### src/rtl/cst_pkg.sv
package cst_pkg;

  typedef struct packed {
    logic loadHold;
    logic copyShift;
    logic shiftOne;
  } cst_strobe_t;

  typedef enum logic [2:0] {
    CST_IDLE,
    CST_ARM,
    CST_MLOW,
    CST_MHIGH,
    CST_TAIL,
    CST_WAITR,
    CST_SSHIFT
  } cst_state_t;

endpackage

### src/rtl/cst_sync.sv
module cst_sync #(
  parameter int   STAGES  = 2,
  parameter logic RST_VAL = 1'b0
) (
  input  logic clk,
  input  logic rstN,
  input  logic d,
  output logic q
);
  logic [STAGES-1:0] chain;

  always_ff @(posedge clk or negedge rstN) begin
    if (!rstN) chain <= {STAGES{RST_VAL}};
    else       chain <= {chain[STAGES-2:0], d};
  end

  assign q = chain[STAGES-1];
endmodule

### src/rtl/cst_dpath.sv
module cst_dpath
  import cst_pkg::*;
#(
  parameter int WORD_W = 20
) (
  input  logic              clk,
  input  logic              rstN,
  input  cst_strobe_t       strb,
  input  logic [WORD_W-1:0] loadData,
  output logic              sdo
);
  logic [WORD_W-1:0] holdReg;
  logic [WORD_W-1:0] shiftReg;

  always_ff @(posedge clk or negedge rstN) begin
    if (!rstN) begin
      holdReg  <= '0;
      shiftReg <= '0;
    end else begin
      if (strb.loadHold) holdReg <= loadData;
      if (strb.copyShift)     shiftReg <= holdReg;
      else if (strb.shiftOne) shiftReg <= {shiftReg[WORD_W-2:0], 1'b0};
    end
  end

  assign sdo = shiftReg[WORD_W-1];

  // a load, a copy and a shift never share a cycle
  p_strobe_excl_r9: assert property (@(posedge clk) disable iff (!rstN)
    $onehot0({strb.loadHold, strb.copyShift, strb.shiftOne}));
endmodule

### src/rtl/cst_ctrl.sv
module cst_ctrl
  import cst_pkg::*;
#(
  parameter int WORD_W = 20
) (
  input  logic        clk,
  input  logic        rstN,
  input  logic        masterMode,
  input  logic        csN,
  input  logic        loadStb,
  input  logic        sclkIn,
  output cst_strobe_t strb,
  output logic        sdoOe,
  output logic        sclkOut,
  output logic        sclkOe,
  output logic        readyN
);
  localparam int CNT_W = (WORD_W > 2) ? $clog2(WORD_W) : 1;
  localparam logic [CNT_W-1:0] LAST_IDX = CNT_W'(WORD_W - 1);

  logic csSync, sclkSync, sclkPrev, sclkRise, sclkFall;
  logic abortReq, finished, lastBit, stopNow;
  logic [CNT_W-1:0] bitCnt;
  cst_state_t st, stNxt;

  cst_sync #(.STAGES(2), .RST_VAL(1'b1)) csSync_i (
    .clk(clk), .rstN(rstN), .d(csN), .q(csSync));
  cst_sync #(.STAGES(2), .RST_VAL(1'b0)) sclkSync_i (
    .clk(clk), .rstN(rstN), .d(sclkIn), .q(sclkSync));

  assign sclkRise = sclkSync & ~sclkPrev;
  assign sclkFall = ~sclkSync & sclkPrev;
  assign lastBit  = (bitCnt == LAST_IDX);
  assign stopNow  = lastBit | abortReq | csSync;

  always_comb begin
    stNxt         = st;
    strb          = '0;
    strb.loadHold = loadStb && (st == CST_IDLE);
    unique case (st)
      CST_IDLE:
        if (!csSync && !readyN && !loadStb) begin
          strb.copyShift = 1'b1;
          stNxt = masterMode ? CST_ARM : CST_WAITR;
        end
      CST_ARM:   stNxt = csSync ? CST_IDLE : CST_MLOW;
      CST_MLOW:  stNxt = CST_MHIGH;
      CST_MHIGH:
        if (stopNow) stNxt = CST_TAIL;
        else begin
          strb.shiftOne = 1'b1;
          stNxt = CST_MLOW;
        end
      CST_TAIL:  stNxt = CST_IDLE;
      CST_WAITR:
        if (csSync)        stNxt = CST_IDLE;
        else if (sclkRise) stNxt = CST_SSHIFT;
      CST_SSHIFT:
        if (sclkFall) begin
          if (stopNow) stNxt = CST_IDLE;
          else         strb.shiftOne = 1'b1;
        end
      default:   stNxt = CST_IDLE;
    endcase
  end

  always_ff @(posedge clk or negedge rstN) begin
    if (!rstN) begin
      st       <= CST_IDLE;
      bitCnt   <= '0;
      abortReq <= 1'b0;
      finished <= 1'b0;
      readyN   <= 1'b1;
      sdoOe    <= 1'b0;
      sclkOe   <= 1'b0;
      sclkOut  <= 1'b0;
      sclkPrev <= 1'b0;
    end else begin
      st       <= stNxt;
      sclkPrev <= sclkSync;
      if (strb.copyShift)     bitCnt <= '0;
      else if (strb.shiftOne) bitCnt <= bitCnt + 1'b1;
      if (st == CST_IDLE)     abortReq <= 1'b0;
      else if (csSync)        abortReq <= 1'b1;
      if (st == CST_MHIGH && stNxt == CST_TAIL) finished <= lastBit;
      if (strb.loadHold) readyN <= 1'b0;
      else if ((st == CST_TAIL && finished) ||
               (st == CST_SSHIFT && sclkFall && lastBit)) readyN <= 1'b1;
      sdoOe   <= (stNxt != CST_IDLE) && (stNxt != CST_ARM);
      sclkOe  <= (stNxt == CST_MLOW) || (stNxt == CST_MHIGH) || (stNxt == CST_TAIL);
      sclkOut <= (stNxt == CST_MHIGH);
    end
  end

  // a generated high phase lasts a single system clock
  p_sclk_high_one_r1: assert property (@(posedge clk) disable iff (!rstN)
    (sclkOe && sclkOut) |=> !sclkOut);

  // no drive on either line while idle
  p_oe_idle_r10: assert property (@(posedge clk) disable iff (!rstN)
    (st == CST_IDLE) |-> (!sdoOe && !sclkOe));

  // an idle port with the ready flag high stays idle
  p_no_start_unready_r8: assert property (@(posedge clk) disable iff (!rstN)
    (st == CST_IDLE && readyN) |=> (st == CST_IDLE));

  // ready returns high together with the data release
  p_ready_with_release_r4: assert property (@(posedge clk) disable iff (!rstN)
    $rose(readyN) |-> (!sdoOe && $past(sdoOe)));

  // the clock line is never driven in slave mode
  p_slave_no_sclk_r5: assert property (@(posedge clk) disable iff (!rstN)
    (st == CST_WAITR || st == CST_SSHIFT) |-> !sclkOe);
endmodule

### src/rtl/conv_serial_tx.sv
module conv_serial_tx
  import cst_pkg::*;
#(
  parameter int WORD_W = 20
) (
  input  logic              clk,
  input  logic              rstN,
  input  logic              masterMode,
  input  logic              csN,
  input  logic [WORD_W-1:0] loadData,
  input  logic              loadStb,
  input  logic              sclkIn,
  output logic              sdo,
  output logic              sdoOe,
  output logic              sclkOut,
  output logic              sclkOe,
  output logic              readyN
);
  cst_strobe_t strb;

  cst_ctrl #(.WORD_W(WORD_W)) ctrl_i (
    .clk(clk), .rstN(rstN), .masterMode(masterMode), .csN(csN),
    .loadStb(loadStb), .sclkIn(sclkIn), .strb(strb), .sdoOe(sdoOe),
    .sclkOut(sclkOut), .sclkOe(sclkOe), .readyN(readyN));

  cst_dpath #(.WORD_W(WORD_W)) dpath_i (
    .clk(clk), .rstN(rstN), .strb(strb), .loadData(loadData), .sdo(sdo));
endmodule

### config.mk
export PLATFORM = sky130hd
export DESIGN_NAME = conv_serial_tx
export DESIGN_NICKNAME = d
export VERILOG_FILES = /design/src/rtl/cst_pkg.sv /design/src/rtl/cst_sync.sv /design/src/rtl/cst_dpath.sv /design/src/rtl/cst_ctrl.sv /design/src/rtl/conv_serial_tx.sv
export SDC_FILE = /design/constraint.sdc
export NUM_CORES = 1
export LEC_CHECK = 0
export BUFFER_PORTS_ARGS = -buffer_cell sky130_fd_sc_hd__buf_2
export CAP_MARGIN = 20
export CORE_ASPECT_RATIO = 0.5
export CORE_UTILIZATION = 30
export DETAILED_ROUTE_END_ITERATION = 12
export GPL_TIMING_DRIVEN = 0
export PLACE_DENSITY = 0.55
export SLEW_MARGIN = 40
export SYNTH_ARGS = -nofsm -noshare
export SYNTH_HDL_FRONTEND = slang
export SYNTH_SLANG_ARGS = --single-unit
### constraint.sdc
create_clock -name clk -period 4.24 [get_ports clk]
set_input_delay 0.212 -clock clk [delete_from_list [all_inputs] [get_ports clk]]
set_output_delay 0.212 -clock clk [all_outputs]
set_load 0.05 [all_outputs]
# Word level (Yosys, flattened, before mapping)
# Cells that the tools add are included.
totals:
  reg_bits: 59
  latch_bits: 0
  ram_bits: 0
  mem_bits_ro: 0
  in_bits: 26
  output_inout_bits: 5
  n_memories: 0
op_classes:
  add_sub_neg: 1
  mul: 0
  n_div: 0
  n_lt_le_gt_ge: 0
  n_eq_ne: 11
  shift: 0
  mux: 22
  bitwise_logic: 6
  n_reduce_logical: 19
ops:
  columns: ["cell", "count"]
  rows:
  - ["2-to-1 mux 20 bit", 2]
  - ["2-to-1 mux 3 bit", 7]
  - ["case mux 3 bit (6 select lines)", 1]
  - ["equality test 3 x 2 -> 1 bit (second input constant)", 4]
  - ["equality test 3 bit (second input constant)", 4]
  - ["2-to-1 mux 5 bit", 2]
  - ["logical AND 1 bit", 8]
  - ["2-to-1 mux 1 bit", 8]
  - ["nonzero test 2 bit", 3]
  - ["adder 5 x 1 -> 5 bit (second input constant)", 1]
  - ["equality test 5 bit (second input constant)", 1]
  - ["equality test 3 x 1 -> 1 bit (second input constant)", 1]
  - ["logical NOT 1 bit", 3]
  - ["logical NOT 3 bit", 1]
  - ["logical OR 1 bit", 3]
  - ["inequality test 3 x 1 -> 1 bit (second input constant)", 1]
  - ["nonzero test 3 bit", 1]
  - ["bitwise AND 1 bit", 2]
  - ["2-to-1 mux 2 bit", 1]
  - ["NOT 1 bit", 2]
  - ["OR 1 bit", 2]
  - ["case mux 1 bit (2 select lines)", 1]

# Logic depth before layout (Yosys ltp)
logic_depth:
  ltp_word: 9
  depth_mapped: 7

# Cells and area by module
# Synthesis repeated with hierarchy kept, for this count alone.
unflattened:
  cells_unflattened: 207
  area_unflattened_um2: 2531.2
modules_own_cells:
  columns: ["mod", "n_inst", "cells_per_inst", "area_per_inst_um2"]
  rows:
  - ["cst_dpath", 1, 128, 1667.8]
  - ["cst_ctrl", 1, 75, 760.7]
  - ["cst_sync at ctrl_i.csSync_i", 1, 2, 52.6]
  - ["cst_sync at ctrl_i.sclkSync_i", 1, 2, 50.0]

# Least setup slack after synthesis
# OpenSTA, ideal clock, no wires.
synth_path:
  path_kind: "register to register"
  from: "reg ctrl_i.readyN"
  to: "reg dpath_i.shiftReg[10]"
  setup_ps: 126
  t_arrival_ps: 1600
  required_ps: 4114
  setup_slack_ps: 2514
  stages_incl_launch_ff: 6
  path_buffers: 2
  period_less_slack_ps: 1726
  path_cell_list: "dfstp_2 -> nor2_1 -> and3_1 -> buf_2 -> clkbuf_1 -> a221o_1"
synth_via:
  elab_chain_len: 6
  elab_cells_between_ends: 7
synth_lines:
  columns: ["item", "line_no", "source"]
  rows:
  - ["start, declared", "cst_ctrl.sv:16", "output logic readyN"]
  - ["start signal, assigned", "cst_ctrl.sv:73", "readyN <= 1'b1;"]
  - ["start signal, assigned", "cst_ctrl.sv:86", "if (strb.loadHold) readyN <= 1'b0;"]
  - ["logical NOT 1 bit *", "cst_ctrl.sv:42", "if (!csSync && !readyN && !loadStb) begin"]
  - ["logical AND 1 bit * (2 in series)", "cst_ctrl.sv:42", null]
  - ["2-to-1 mux 1 bit *", "cst_ctrl.sv:42", null]
  - ["2-to-1 mux 1 bit *", "cst_ctrl.sv:40", "unique case (st)"]
  - ["2-to-1 mux 20 bit / nonzero test 2 bit (equally long branches)", null, null]
  - ["end signal, assigned", "cst_dpath.sv:21", "if (strb.copyShift) shiftReg <= holdReg;"]
  - ["end signal, assigned", "cst_dpath.sv:22", "else if (strb.shiftOne) shiftReg <= {shiftReg[WORD_W-2:0], 1'b0};"]
  - ["end, declared", "cst_dpath.sv:13", "logic [WORD_W-1:0] shiftReg;"]
# Every way passes the cells marked *; elsewhere a longest branch is shown, timed or not.
# A chain may end at the register's enable or synchronous reset.

# Final worst setup path
layout_path:
  from: "reg ctrl_i.bitCnt[0]"
  to: "reg dpath_i.shiftReg[10]"
layout_via:
  elab_chain_len: 7
layout_lines:
  columns: ["item", "line_no", "source"]
  rows:
  - ["start, declared", "cst_ctrl.sv:23", "logic [CNT_W-1:0] bitCnt;"]
  - ["start signal, assigned", "cst_ctrl.sv:82", "else if (strb.shiftOne) bitCnt <= bitCnt + 1'b1;"]
  - ["equality test 5 bit *", "cst_ctrl.sv:33", "assign lastBit = (bitCnt == LAST_IDX);"]
  - ["OR 1 bit * (2 in series)", "cst_ctrl.sv:34", "assign stopNow = lastBit | abortReq | csSync;"]
  - ["2-to-1 mux 1 bit *", "cst_ctrl.sv:49, cst_ctrl.sv:60", null]
  - ["2-to-1 mux 1 bit", "cst_ctrl.sv:59", "if (sclkFall) begin"]
  - ["case mux 1 bit (2 select lines) *", "cst_ctrl.sv:40", null]
  - ["nonzero test 2 bit (no source line) *", null, null]
# Marked as above.

==> qor.csv <==
metric,value,unit
start_kind,flip-flop,
grt-ovfl-total,0,
pin_count,31,
synth_mux_area_share,9.48,%
drt_iter0_drc,150,
yosys_warnings,0,
final_net_count,267,
path_cells,ha_1 -> nand4bb_2 -> o2111ai_4 -> clkbuf_1 -> and3_1 -> a221o_1,
grt_pass1_wl,8360,um
syn_to_final_growth,24.9,%
cp_data_required_time,4.44,ns
firstDrtPassIters,4,
period_share,45.8,%
setup_viol,0,
postSynth.asyncResetShare,100,%
synth_seq_area_share,59.6,%
period_needed,1.94,ns
leakagePower,1.42,nW
synth_top_family_by_area,compound AO/OA/AOI/OAI gates,
cpPeakStageDelay,0.40,ns
peakVddDrop,0.000245,V
port-buffer-count,30,
end_kind,flip-flop,
hold_start,loadData[1],
drc_errors,0,
path_depth,6,
start_util,31.0,%
htree_levels,3,
viasPerCell,4.87,
rr_endpoint,dpath_i.shiftReg[10]$_DFFE_PN0P_,
crit_path_max_fanout,10,
cp_top_family,compound AO/OA/AOI/OAI gates,
finalSetupTns,0,ns
fmax,515,MHz
worst_pin_slew,0.735,ns
grt_pass1_vias,1711,
final_max_slew_viol_count,0,
final_common_cell,dfrtp_1,
clock_sinks,59,
rsz0062_at_grt,no,
status,completed,
antenna_found_initial,0,
fp.dieH,66.3,um
cts_made_buffers,9,
power.density,730,nW/um2
syn-num-nets,223,
grt_util_met1,16.1,%
cts_root_buffer,clkbuf_16,
grt.total_usage,13.4,%
whs_path_depth,2,
synthFlopType,dfrtp_1,
synth-edff-count,0,
cap_violations,0,
clock_skew,0.00622,ns
dp_hpwl,3350,um
routed_wl,5020,um
max_slew_margin,51.0,%
clkLatencyLatePin,0.32,ns
whs_endpoint,dpath_i.holdReg[1]$_DFFE_PN0P_,
hp-class,input pin to flip-flop,
antenna_cells,0,
drt.antenna.violating_nets,0,
yosys.area_share.simple,13.6,%
ctsResizeCount,0,
cts_tree,yes,
utilization,38.8,%
wl_per_cell,14.1,um
clk_pin_slew_worst_paths,0.05,ns
synthAdderAreaFrac,0.504,%
path_buf_inv,1,
grt_max_degree,60,
via_count,1733,
critical_path.slowest_cell,dfrtp_1,
r2r_slack,2.30,ns
yosys.area_share.xor_xnor,0.353,%
cts_buffer_depth,2,
r2r_cells,6,
grt.busiest_layer,met2,
avgSynthCellArea,12.7,um2
final_cell_mix,"dfrtp_1 (56), buf_2 (38), mux2_2 (20), and3_1 (19), a221o_1 (18)",
drive_above_1_share,32.4,%
synthesis.area,2480,um2
critPathKind,flip-flop to flip-flop,
yosys.cell_types.count,36,
die_x,131,um
r2r_start,ctrl_i.bitCnt[0]$_DFFE_PN0P_,
crit_arrival,2.14,ns
grt_use_met2,20.3,%
synth-seq-cells,59,
die-area,8660,um2
synth_compound_area_share,13.6,%
gp_congestion,0.802,
core_area,8000,um2
hold_viol_final,0,
use_met3,7.12,%
num_rows,23,
netlist_instances,196,
registers in the layout (all words and copies together) (netlist names):
| name | count |
|---|---|
| ctrl_i.sclkOe | 1 |
| ctrl_i.sclkPrev | 1 |
| ctrl_i.finished | 1 |
| dpath_i.shiftReg | 20 |
| ctrl_i.sdoOe | 1 |
| ctrl_i.csSync_i.chain | 2 |
| ctrl_i.sclkOut | 1 |
| ctrl_i.bitCnt | 5 |
| ctrl_i.abortReq | 1 |
| dpath_i.holdReg | 20 |
| ctrl_i.st | 3 |
| ctrl_i.readyN | 1 |
| ctrl_i.sclkSync_i.chain | 2 |
worst max path at each step:
stage	from	to
after floorplan	ctrl_i.readyN$_DFFE_PN1P_	dpath_i.shiftReg[10]$_DFFE_PN0P_
after global placement	ctrl_i.bitCnt[0]$_DFFE_PN0P_	dpath_i.shiftReg[5]$_DFFE_PN0P_
after detailed placement	ctrl_i.bitCnt[0]$_DFFE_PN0P_	dpath_i.shiftReg[5]$_DFFE_PN0P_
after CTS	ctrl_i.bitCnt[0]$_DFFE_PN0P_	dpath_i.shiftReg[8]$_DFFE_PN0P_
after global routing	ctrl_i.st[1]$_DFF_PN0_	dpath_i.holdReg[17]$_DFFE_PN0P_
final	ctrl_i.bitCnt[0]$_DFFE_PN0P_	dpath_i.shiftReg[10]$_DFFE_PN0P_
where the power goes:
part	total [mW]	internal, mW	leakage (nW)	switching (mW)
logic	0.635	0.310	0.549	0.324
registers	0.920	0.797	0.723	0.123
clock network	0.710	0.481	0.146	0.229
total	2.26	1.59	1.42	0.676
layer usage:
metal | wire length [um] | vias to the layer above | share of wire [%]
li1 | - | 816 | -
met5 | 0 | - | 0
met2 | 2400 | 42 | 48
met1 | 2300 | 870 | 46
met4 | 36 | 0 | 0.72
met3 | 283 | 5 | 5.6
synth_stat cells, types with 2 or more instances:
| cell type | n | area [um2] |
|---|---|---|
| a21oi_1 | 12 | 60.1 |
| a221o_1 | 18 | 180 |
| clkbuf_1 | 5 | 18.8 |
| or3_1 | 2 | 12.5 |
| nor2_1 | 8 | 30.0 |
| and2_1 | 3 | 18.8 |
| dfrtp_1 | 56 | 1400 |
| and3_1 | 19 | 119 |
| o21ai_0 | 3 | 15.0 |
| buf_2 | 9 | 45.0 |
| nor2b_1 | 2 | 12.5 |
| nand2_1 | 8 | 30.0 |
| nand2b_1 | 2 | 12.5 |
| dfstp_2 | 3 | 78.8 |
| mux2_2 | 20 | 225 |
| nand3_1 | 3 | 15.0 |
| nand3b_1 | 3 | 22.5 |
| inv_1 | 2 | 7.51 |
repair_timing:
item | 4_1_cts | 5_1_grt
setup endpoints to repair | 0 | 0
setup buffers | 0 | 0
hold endpoints to repair | 58 | 0
hold buffers | 3 | 0
through the flow:
stage / power, mW / cell area, um2 / hold WS [ns] / setup slack, ns / instances
6_report: 2.26 / 3100 / 0.120 / 2.30 / 356
3_5_place_dp: 1.56 / 2780 / 0.318 / 2.32 / 338
3_3_place_gp: 1.54 / 2770 / 0.316 / 2.33 / 338
5_1_grt: 2.41 / 3100 / 0.107 / 2.19 / 356
2_1_floorplan: 1.40 / 2480 / -0.0836 / 2.51 / 196
4_1_cts: 2.29 / 3100 / 0.109 / 2.31 / 356
final cells by class:
cell class	instances	area, um2
clock inverters	2	35.0
flip-flops and latches	59	1480
multi-input cells	121	931
well taps	112	140
fillers	797	4900
repair buffers	33	183
inverters	2	7.51
plain buffers	14	63.8
clock buffers	13	260
cells by family (layout without fill, tap and decap cells):
family,after synthesis,count (layout)
simple gates,57,57
fa+ha+maj,1,1
compound gates,41,41
flops,59,59
mux,21,21
xor+xnor,1,1
buf+inv,16,64
(Power assumes the default switching activity.)
